$ cat config.mk
export PLATFORM = sky130hd
export DESIGN_NAME = lane_flag_reduce
export DESIGN_NICKNAME = d
export VERILOG_FILES = /design/src/rtl/lfr_pkg.sv /design/src/rtl/lfr_lane_mask.sv /design/src/rtl/lfr_reducer.sv /design/src/rtl/lfr_extract.sv /design/src/rtl/lane_flag_reduce.sv
export SDC_FILE = /design/constraint.sdc
export NUM_CORES = 1
export LEC_CHECK = 0
export ABC_AREA = 1
export ABC_CLOCK_PERIOD_IN_PS = 1750
export BUFFER_PORTS_ARGS = -buffer_cell sky130_fd_sc_hd__buf_2
export CAP_MARGIN = 20
export CORE_UTILIZATION = 48
export CTS_CLUSTER_SIZE = 12
export DETAILED_ROUTE_END_ITERATION = 10
export PLACE_DENSITY_LB_ADDON = 0.25
export SLEW_MARGIN = 40
export SYNTH_ARGS = -nofsm -noshare
export SYNTH_HDL_FRONTEND = slang
export SYNTH_HIERARCHICAL = 1
export SYNTH_SLANG_ARGS = --single-unit
export TNS_END_PERCENT = 30
$ cat constraint.sdc
create_clock -name clk -period 1.75 [get_ports clk]
set_input_delay 0.0875 -clock clk [delete_from_list [all_inputs] [get_ports clk]]
set_output_delay 0.0875 -clock clk [all_outputs]
set_load 0.01 [all_outputs]
$ cat src/rtl/lfr_pkg.sv
package lfr_pkg;
   typedef enum logic [1:0] {
      ESZ_BYTE = 2'd0,
      ESZ_HALF = 2'd1,
      ESZ_WORD = 2'd2,
      ESZ_RSVD = 2'd3
   } esz_e;

   typedef enum logic [1:0] {
      FOP_ALL  = 2'd0,
      FOP_ANY  = 2'd1,
      FOP_PICK = 2'd2,
      FOP_RSVD = 2'd3
   } fop_e;
endpackage

$ cat src/rtl/lfr_lane_mask.sv
module lfr_lane_mask #(
   parameter int NUM_LANES = 8
) (
   input  logic [1:0]           size_code,
   output logic [NUM_LANES-1:0] part
);
   // A lane takes part when it is the last lane of its element group.
   for (genvar k = 0; k < NUM_LANES; k++) begin : g_lane
      localparam bit IN_HALF = ((k + 1) % 2) == 0;
      localparam bit IN_WORD = ((k + 1) % 4) == 0;
      always_comb begin
         case (size_code)
            lfr_pkg::ESZ_BYTE: part[k] = 1'b1;
            lfr_pkg::ESZ_HALF: part[k] = IN_HALF;
            lfr_pkg::ESZ_WORD: part[k] = IN_WORD;
            default:           part[k] = 1'b0;
         endcase
      end
   end
endmodule

$ cat src/rtl/lfr_reducer.sv
module lfr_reducer #(
   parameter int LANE_W    = 4,
   parameter int NUM_LANES = 8
) (
   input  logic [NUM_LANES*LANE_W-1:0] flags,
   input  logic [NUM_LANES-1:0]        part,
   input  logic                        any_mode,
   output logic [LANE_W-1:0]           folded
);
   logic [LANE_W-1:0] acc_all;
   logic [LANE_W-1:0] acc_any;

   always_comb begin
      acc_all = '1;
      acc_any = '0;
      for (int k = 0; k < NUM_LANES; k++) begin
         if (part[k]) begin
            acc_all = acc_all & flags[k*LANE_W +: LANE_W];
            acc_any = acc_any | flags[k*LANE_W +: LANE_W];
         end
      end
      folded = any_mode ? acc_any : acc_all;
   end
endmodule

$ cat src/rtl/lfr_extract.sv
module lfr_extract #(
   parameter int LANE_W    = 4,
   parameter int NUM_LANES = 8
) (
   input  logic [NUM_LANES*LANE_W-1:0]    flags,
   input  logic [$clog2(NUM_LANES)-1:0]   sel,
   input  logic [1:0]                     size_code,
   output logic [LANE_W-1:0]              picked
);
   localparam int SEL_W = $clog2(NUM_LANES);
   localparam logic [SEL_W-1:0] HALF_MOD = SEL_W'((NUM_LANES >> 1) - 1);
   localparam logic [SEL_W-1:0] WORD_MOD = SEL_W'((NUM_LANES >> 2) - 1);
   localparam logic [SEL_W-1:0] HALF_OFS = SEL_W'(1);
   localparam logic [SEL_W-1:0] WORD_OFS = SEL_W'(3);

   logic [SEL_W-1:0] lane_idx;

   // Lane index = ((sel mod groups) * group size) + (group size - 1)
   always_comb begin
      case (size_code)
         lfr_pkg::ESZ_HALF: lane_idx = ((sel & HALF_MOD) << 1) | HALF_OFS;
         lfr_pkg::ESZ_WORD: lane_idx = ((sel & WORD_MOD) << 2) | WORD_OFS;
         default:           lane_idx = sel;
      endcase
      picked = flags[lane_idx*LANE_W +: LANE_W];
   end
endmodule

$ cat src/rtl/lane_flag_reduce.sv
module lane_flag_reduce #(
   parameter int LANE_W    = 4,
   parameter int NUM_LANES = 8,
   parameter int STAT_W    = 32
) (
   input  logic                          clk,
   input  logic                          rst,
   input  logic                          start,
   input  logic [NUM_LANES*LANE_W-1:0]   flags_in,
   input  logic [STAT_W-1:0]             status_in,
   input  logic [1:0]                    elem_size,
   input  logic [$clog2(NUM_LANES)-1:0]  lane_sel,
   input  logic [1:0]                    op_sel,
   output logic [STAT_W-1:0]             status_out,
   output logic                          done,
   output logic                          undef
);
   localparam int KEEP_W = STAT_W - LANE_W;

   if (LANE_W < 1 || STAT_W < LANE_W) begin : g_bad_width
      $error("lane_flag_reduce: STAT_W must be at least LANE_W");
   end
   if (NUM_LANES < 4 || (NUM_LANES & (NUM_LANES - 1)) != 0) begin : g_bad_lanes
      $error("lane_flag_reduce: NUM_LANES must be a power of two, at least 4");
   end

   logic [NUM_LANES-1:0] part;
   logic [LANE_W-1:0]    folded;
   logic [LANE_W-1:0]    picked;
   logic [LANE_W-1:0]    group;
   logic [STAT_W-1:0]    next_word;
   logic                 refuse;

   lfr_lane_mask #(.NUM_LANES(NUM_LANES)) i_mask (
      .size_code (elem_size),
      .part      (part)
   );

   lfr_reducer #(.LANE_W(LANE_W), .NUM_LANES(NUM_LANES)) i_reduce (
      .flags    (flags_in),
      .part     (part),
      .any_mode (op_sel == lfr_pkg::FOP_ANY),
      .folded   (folded)
   );

   lfr_extract #(.LANE_W(LANE_W), .NUM_LANES(NUM_LANES)) i_extract (
      .flags     (flags_in),
      .sel       (lane_sel),
      .size_code (elem_size),
      .picked    (picked)
   );

   assign refuse = (elem_size == lfr_pkg::ESZ_RSVD) || (op_sel == lfr_pkg::FOP_RSVD);
   assign group  = (op_sel == lfr_pkg::FOP_PICK) ? picked : folded;

   if (KEEP_W > 0) begin : g_merge
      assign next_word = {group, status_in[KEEP_W-1:0]};
   end else begin : g_whole
      assign next_word = group;
   end

   always_ff @(posedge clk) begin
      if (rst) begin
         status_out <= '0;
         done       <= 1'b0;
         undef      <= 1'b0;
      end else begin
         done  <= start;
         undef <= start && refuse;
         if (start) begin
            status_out <= refuse ? status_in : next_word;
         end
      end
   end
endmodule

==> impl_results.md, run 1 <==
- Setup Slack @ Placement: 0.0618 ns
- Yosys cell types: 24
- Hpwl dp: 4980 microns
- Longest Clk Path Bufs: 2
- Final hold viol count: 0
- Power Dens Cells: 705 nW/um^2
- Top_reg_cell synth: dfxtp_1
- Syn Inst Count: 449
- Wire per inst: 10.8 microns
- Slew Limit Headroom: 0.624
- Yosys top cell area share: 0.271
- Measured slew at the worst slew-check pin: 0.563 ns
- First-pass GRT wire length: 10800 microns
- Arrival @ worst endpoint: 1.58 ns
- Setup-failing EPs final: 0
- Gpl congestion: 0.899
- Synth area leaders: dfxtp_1, nand2_1, nor2_1
- RSZ-0062 raised after global routing: no
- Ys async rst share: 0
- CTS Sinks: 34
- Initial antenna violation count: 0
- Site row count: 25
- Total core area: 4880 sq um
- Reg clk slew, reported paths: 0.07 ns
- Synth Cell Area: 2510 sq um
- Largest net degree at the start of global routing: 35
- First-pass DRT Iterations: 4
- Die boundary height: 74.4 microns
- Pleak: 1.94 nW
- Diode count: 0
- Worst setup EP type: flop
- Routed Antenna Nets: 0
- CTS tree: done
- Min Tclk post-route: 1.41 ns
- Syn nets: 525
- Clock Latency Late Sink: 0.28 ns
- WP data required: 1.92 ns
- Crit share post-route: 0.806
- Die ar.: 5530 sq um
- Vias in the first global route: 2551
- # IOs: 108
- Clock Tree Root: clkbuf_8
- Maximum capacitance violations: 0
- FF+latch count, synth: 34
- Fin. max-slew vios: 0
- Cts bufs inserted: 5
- Worst Skew: 0 ns
- Starting Density: 0.515
- Vias per cell: 4.74
- Number of synthesized flops with an enable pin: 0
- Area grow syn2layout: 25.0%
- Worst setup SP type: primary input
- GR Overflow Total: 0
- Sequential share of the synthesized area: 0.271
- Cell area after layout: 3140 sq um
- Setup Total Neg Slack: 0 ns
- Total Power: 2.22 mW
- Final WL: 6660 microns
- Chip width: 74.4 microns
- DP Area: 3020 sq um
- VDD IR max: 600 uV
- Drt drc: 0
- CP Class: in2reg
- Dominant cell type by area after synthesis: dfxtp_1
- Commonest cells post-synth: nand2_1, nor2_1, inv_1
- Outcome: finished, final reports clean
- Top-count cell post-synth: nand2_1
- Fmax: 709 MHz
- HP Class: in2reg
- DRT iter0 DRCs: 175
- PortBufs: 107
- CP max FO: 8
- Setup WS post-layout: 0.339 ns
- Avg Cell Area, Syn: 5.60 sq um
- Yosys synthesis warning count: 6
- Layout cell share with drive strength beyond 1: 0.255
- Hold WS: 0.0255 ns
- Routed vias: 2921
- H-tree Lvls: 2
- Total GRT Usage: 0.246
- Layout Nets: 625
- Number of setup buffers added after CTS: 0
==> registers in the layout, summed over array words and instances (netlist names) <==
name and count:
done 1, undef 1, status_out 32
==> cell families (layout without fill, tap and decap cells) <==
logic type	after synthesis	in the layout	synth area share
adders and majority gates	2	2	0.00995
buffers and inverters	87	187	0.171
and+or+nand+nor	281	281	0.453
AOI/OAI and AO/OA	45	45	0.0951
DFF	34	34	0.271
==> cell type report <==
class                   count  area (sq um)
clock buffers               6          82.6
clock inverters             1          30.0
fillers                   482          1740
inverters                  64           243
multi-input cells         328          1400
flip-flops and latches     34           681
well taps                  67          83.8
repair buffers            116           618
==> power breakdown <==
group	internal, mW	switching [mW]	leakage [nW]	total [mW]
Combinational	0.258	0.382	1.60	0.640
Sequential	0.828	0.0220	0.283	0.850
Clock	0.455	0.270	0.0573	0.725
Total	1.54	0.674	1.94	2.22
==> repair_timing <==
action	CTS	global route
resized for setup	0	0
hold buffers	1	0
hold endpoints to repair	2	0
setup endpoints to repair	0	0
==> stage by stage <==
step / instances / util
floorplan: 449 / -
global placement: 608 / 0.619
detailed placement: 608 / 0.619
CTS: 616 / 0.644
global route: 616 / 0.644
finish: 616 / 0.644
==> critical path, cell delays in order <==
cell	delay, ns
buf_2	0.13
ha_1	0.33
buf_4	0.19
nor2_4	0.11
nand2_1	0.07
nand2_2	0.14
nand3_1	0.11
nand3_1	0.09
nand2_1	0.05
inv_1	0.04
nand3_1	0.06
nand3_1	0.09
a21oi_1	0.06
==> cells in the final DEF, fill, tap and decap left out, drive strengths merged <==
cell,count
dfxtp,34
or2,1
clkbuf,6
nor3,1
o21bai,1
bufinv,1
dlygate4sd3,1
ha,2
nand3b,3
a21oi,10
o21ai,34
inv,64
nand2,163
nand3,28
nor2,85
buf,115
==> layer usage <==
metal / global-route usage / wire length, microns / up-vias
met4: 0.0650 / 118 / 0
met3: 0.0610 / 397 / 15
met2: 0.417 / 3140 / 91
li1: - / - / 1543
met1: 0.311 / 2990 / 1272
met5: 0 / 0 / -
==> path summary, 6_finish.rpt <==
check | from | cells past startpoint | to | slack [ns]
setup reg to reg | status_out[28] | 2 | status_out[28] | 1.09
hold reg to reg | status_out[8] | 2 | status_out[8] | 0.49
hold / removal | status_in[9] | 3 | status_out[9] | 0.03
setup / recovery | elem_size[1] | 13 | status_out[29] | 0.34
No activity file was read; power rests on OpenSTA's default activity.
==> run 2: changes to the inputs <==
--- a/config.mk
+++ b/config.mk
@@ -6,7 +6,7 @@
 export NUM_CORES = 1
 export LEC_CHECK = 0
 export ABC_AREA = 1
-export ABC_CLOCK_PERIOD_IN_PS = 1750
+export ABC_CLOCK_PERIOD_IN_PS = 1400
 export BUFFER_PORTS_ARGS = -buffer_cell sky130_fd_sc_hd__buf_2
 export CAP_MARGIN = 20
 export CORE_UTILIZATION = 48
==> constraint.sdc (replaced) <==
create_clock -name clk -period 1.4 [get_ports clk]
set_input_delay 0.07 -clock clk [delete_from_list [all_inputs] [get_ports clk]]
set_output_delay 0.07 -clock clk [all_outputs]
set_load 0.01 [all_outputs]
==> run 2 against run 1 <==
Compared with the run above: worst hold slack worse by 0.015 ns; register-to-register slack worse by 0.33 ns; clock skew unchanged; core utilization increased by 2.1 points; critical path depth unchanged; largest cell class unchanged; largest power group unchanged; combinational power is 31% higher; critical path type unchanged; final cell count grew 0.97%; die area stayed put.
==> impl_results.md, run 2 (synthesis results as in run 1) <==
- Outcome: finished, final reports clean
- Largest net degree at the start of global routing: 35
- CTS tree: done
- Largest registers: status_out x32, done x1, undef x1
- Clock Latency Late Sink: 0.27 ns
- CTS Sinks: 34
- Gpl congestion: 0.862
- Maximum capacitance violations: 0
- Starting Density: 0.515
- # IOs: 108
- CP Class: in2reg
- Pleak: 1.97 nW
- VDD IR max: 594 uV
- Layout Nets: 630
- Hpwl dp: 5050 microns
- Measured slew at the worst slew-check pin: 0.546 ns
- Worst Skew: 0 ns
- Diode count: 0
- Setup-failing EPs final: 0
- Min Tclk post-route: 1.21 ns
- Fmax: 823 MHz
- Drt drc: 0
- Most flop-heavy register: status_out
- Leading cell type in the layout, fill and taps excluded: nand2_1
- Total Power: 2.76 mW
- First-pass GRT wire length: 10700 microns
- H-tree Lvls: 2
- Layout cell share with drive strength beyond 1: 0.263
- Fin. max-slew vios: 0
- HP Class: in2reg
- Chip width: 74.4 microns
- Die boundary height: 74.4 microns
- Final WL: 6540 microns
- Die ar.: 5530 sq um
- Longest Clk Path Bufs: 2
- CP max FO: 8
- Routed Antenna Nets: 0
- Clock Tree Root: clkbuf_8
- DRT iter0 DRCs: 120
- Worst setup EP type: flop
- Area grow syn2layout: 29.0%
- Slew Limit Headroom: 0.636
- Arrival @ worst endpoint: 1.38 ns
- Vias per cell: 4.61
- Wire per inst: 10.5 microns
- Cts bufs inserted: 5
- WP data required: 1.56 ns
- Power Dens Cells: 852 nW/um^2
- First-pass DRT Iterations: 4
- Reg clk slew, reported paths: 0.07 ns
- Total core area: 4880 sq um
- Most frequent cells in the layout: nand2_1, buf_2, nor2_1
- GR Overflow Total: 0
- Initial antenna violation count: 0
- Setup WS post-layout: 0.185 ns
- Total GRT Usage: 0.247
- Worst setup SP type: primary input
- Crit share post-route: 0.868
- Setup Slack @ Placement: -0.249 ns
- Number of setup buffers added after CTS: 0
- Vias in the first global route: 2414
- PortBufs: 107
- Max FFs per register: 32
- Site row count: 25
- RSZ-0062 raised after global routing: no
- Final hold viol count: 0
- Routed vias: 2867
==> run 2: changes by cell type in the layout (fill, tap and decap cells not counted), sizes merged <==
| cell | delta |
|---|---|
| clkbuf | +1 |
| dlygate4sd3 | +1 |
| buf | +4 |
==> run 2: area by class of cell <==
cell class	instances	area (sq um)
inverter	64	243
timing repair buffer	121	696
clock inverter	1	30.0
multi-input combinational	328	1430
sequential	34	681
tap	67	83.8
clock buffer	7	76.3
fill	511	1640
==> run 2: metrics by stage <==
step	std cells	utilization	hold slack, ns	instance area [sq um]	setup TNS (ns)
after global routing	622	0.664	0.0135	3240	0
after global placement	612	0.633	0.280	3090	-0.729
final	622	0.664	0.0101	3240	0
after CTS	622	0.658	0.00239	3210	0
after detailed placement	612	0.633	0.280	3090	-0.947
after floorplan	449	-	0.141	2510	0
==> run 2: layer usage <==
layer	wire length [microns]	share of wire	track usage	vias to the layer above
li1	-	-	-	1555
met1	2990	0.46	0.323	1218
met2	3090	0.47	0.410	87
met3	394	0.060	0.0461	7
met4	70	0.011	0.0776	0
met5	0	0	0	-
==> run 2: critical path, cell delays in order <==
cell     delay (ns)
buf_2          0.12
buf_4          0.15
inv_1          0.05
ha_1           0.15
nand2_1        0.12
a21oi_4        0.24
nand2_1        0.08
nand3_1        0.09
nand2_1        0.05
inv_1          0.05
nand3_1        0.07
nand3_1        0.09
a21oi_1        0.06
==> run 2: repair_timing <==
action	CTS	global route
endpoints found under the setup margin	0	4
gates resized for setup	0	5
hold buffers	2	0
endpoints found under the hold margin	3	0
==> run 2: path summary, 6_finish.rpt <==
path	from	slack, ns	cells past startpoint	to
max	elem_size[1]	0.19	13	status_out[29]
min reg2reg	status_out[8]	0.49	2	status_out[8]
min	status_in[12]	0.01	3	status_out[12]
max reg2reg	status_out[3]	0.76	2	status_out[3]
==> run 2: power by group <==
part | switching, mW | total, mW | internal [mW] | leakage, nW
Sequential | 0.0288 | 1.06 | 1.04 | 0.283
Clock | 0.328 | 0.860 | 0.532 | 0.0524
Combinational | 0.482 | 0.838 | 0.356 | 1.64
==> run 3: changes to the inputs <==
--- a/config.mk
+++ b/config.mk
@@ -8,8 +8,9 @@
 export ABC_AREA = 1
 export ABC_CLOCK_PERIOD_IN_PS = 1400
 export BUFFER_PORTS_ARGS = -buffer_cell sky130_fd_sc_hd__buf_2
-export CAP_MARGIN = 20
-export CORE_UTILIZATION = 48
+export CAP_MARGIN = 0
+export CORE_MARGIN = 2
+export CORE_UTILIZATION = 45
 export CTS_CLUSTER_SIZE = 12
 export DETAILED_ROUTE_END_ITERATION = 10
 export PLACE_DENSITY_LB_ADDON = 0.25
==> run 3 against run 2 <==
Compared with the run above: worst hold slack got worse by 0.0032 ns; core utilization shrank 7.1 points; power is 4.2% lower; maximum frequency decreased by 2.1%; clock skew did not move; critical endpoint unchanged; sequential power barely moved.
==> impl_results.md, run 3 (synthesis results as in run 1) <==
- Outcome: finished, final reports clean
- VDD IR max: 614 uV
- Number of setup buffers added after CTS: 0
- Sequential Power Share: 0.402
- Final hold viol count: 0
- CTS Sinks: 34
- Largest net degree at the start of global routing: 35
- Clock Tree Root: clkbuf_8
- H-tree Lvls: 2
- Area grow syn2layout: 28.3%
- Vias in the first global route: 2663
- HP Class: in2reg
- Longest Clk Path Bufs: 2
- Fin. max-slew vios: 0
- Max FFs per register: 32
- GR Overflow Total: 0
- Die boundary height: 78.7 microns
- Post-Layout Cell Count: 629
- Diode count: 0
- Most flop-heavy register: status_out
- Hold WS: 0.00685 ns
- First-pass DRT Iterations: 4
- Hpwl dp: 5370 microns
- Net Switching: 861 uW
- Drt drc: 0
- Starting Density: 0.462
- Total GRT Usage: 0.219
- Wire per inst: 10.8 microns
- Gpl congestion: 0.874
- Fmax: 806 MHz
- Final core utilization: 0.593
- Layout cell share with drive strength beyond 1: 0.268
- Crit share post-route: 0.887
- Worst setup SP type: primary input
- Routed Antenna Nets: 0
- Setup Total Neg Slack: 0 ns
- Min Tclk post-route: 1.24 ns
- DP Area: 3100 sq um
- Maximum capacitance violations: 0
- Clk pwr share: 0.280
- Pleak: 1.97 nW
- DRT iter0 DRCs: 151
- Cts bufs inserted: 5
- Chip width: 78.7 microns
- Vias per cell: 4.70
- Most frequent cells in the layout: nand2_1, buf_2, nor2_1
- Site row count: 27
- Setup-failing EPs final: 0
- First-pass GRT wire length: 11100 microns
- CP max FO: 8
- Cell area after layout: 3230 sq um
- Int Power: 1.79 mW
- Measured slew at the worst slew-check pin: 0.569 ns
- Layout Nets: 632
- Worst Skew: 0 ns
- Power share of the combinational group: 0.317
- Routed vias: 2955
- # IOs: 108
- Arrival @ worst endpoint: 1.41 ns
- CP Class: in2reg
- Cell Count Post-Placement: 620
- WP data required: 1.57 ns
- Final WL: 6820 microns
- Reg clk slew, reported paths: 0.07 ns
- CTS tree: done
- Switching share of power: 0.325
- Leading cell type in the layout, fill and taps excluded: nand2_1
- Power Dens Cells: 820 nW/um^2
- Initial antenna violation count: 0
- Slew Limit Headroom: 0.620
- Clock Latency Late Sink: 0.28 ns
- Worst setup EP type: flop
- RSZ-0062 raised after global routing: no
- PortBufs: 107
- Die ar.: 6200 sq um
- Total core area: 5440 sq um
- Largest registers: status_out x32, done x1, undef x1
[run 3: worst max-delay path, stage by stage]
cell	delay, ns
buf_2	0.10
inv_1	0.09
ha_4	0.22
buf_4	0.15
nor2_4	0.11
nand2_1	0.10
nand2_4	0.11
nand3_1	0.07
nand3_1	0.07
nand2_1	0.06
inv_1	0.05
nand3_1	0.07
nand3_1	0.08
a21oi_1	0.06
[run 3: repair_timing]
action                                 4_1_cts  5_1_grt
resized for setup                            0        2
endpoints found under the hold margin        2        0
hold buffers                                 1        0
setup endpoints to repair                    0        4
[run 3: worst paths after layout]
check / depth (start not counted) / from / to / slack [ns]
worst max register to register: 2 / status_out[22] / status_out[22] / 0.73
worst max-delay path: 14 / elem_size[0] / status_out[29] / 0.16
worst min register to register: 2 / status_out[27] / status_out[27] / 0.50
worst min-delay path: 3 / status_in[27] / status_out[27] / 0.007
[run 3: metrics by stage]
step	worst slack (ns)	total power, mW
CTS	0.0690	2.66
floorplan	0.0155	1.61
global route	0.0139	2.84
detailed placement	-0.230	1.91
global placement	-0.197	1.90
finish	0.159	2.65
[run 3: power groups by stage]
stage | Combinational [mW] | Sequential (mW) | Clock, mW
after detailed placement | 0.828 | 1.08 | 0
after global placement | 0.816 | 1.08 | 0
after CTS | 0.833 | 1.06 | 0.762
final | 0.840 | 1.06 | 0.742
after global routing | 0.954 | 1.07 | 0.817
after floorplan | 0.494 | 1.12 | 0
[run 3: per-layer routing]
| layer | wire (microns) | track usage |
|---|---|---|
| met5 | 0 | 0 |
| met4 | 100 | 0.0684 |
| met3 | 371 | 0.0409 |
| met2 | 3220 | 0.371 |
| met1 | 3130 | 0.282 |
[run 3: layout make-up]
class                   count  area [sq um]
clock buffers               6          82.6
clock inverters             2          12.5
fillers                   580          2210
inverters                  64           243
multi-input cells         328          1420
flip-flops and latches     34           681
well taps                  72          90.1
repair buffers            123           696
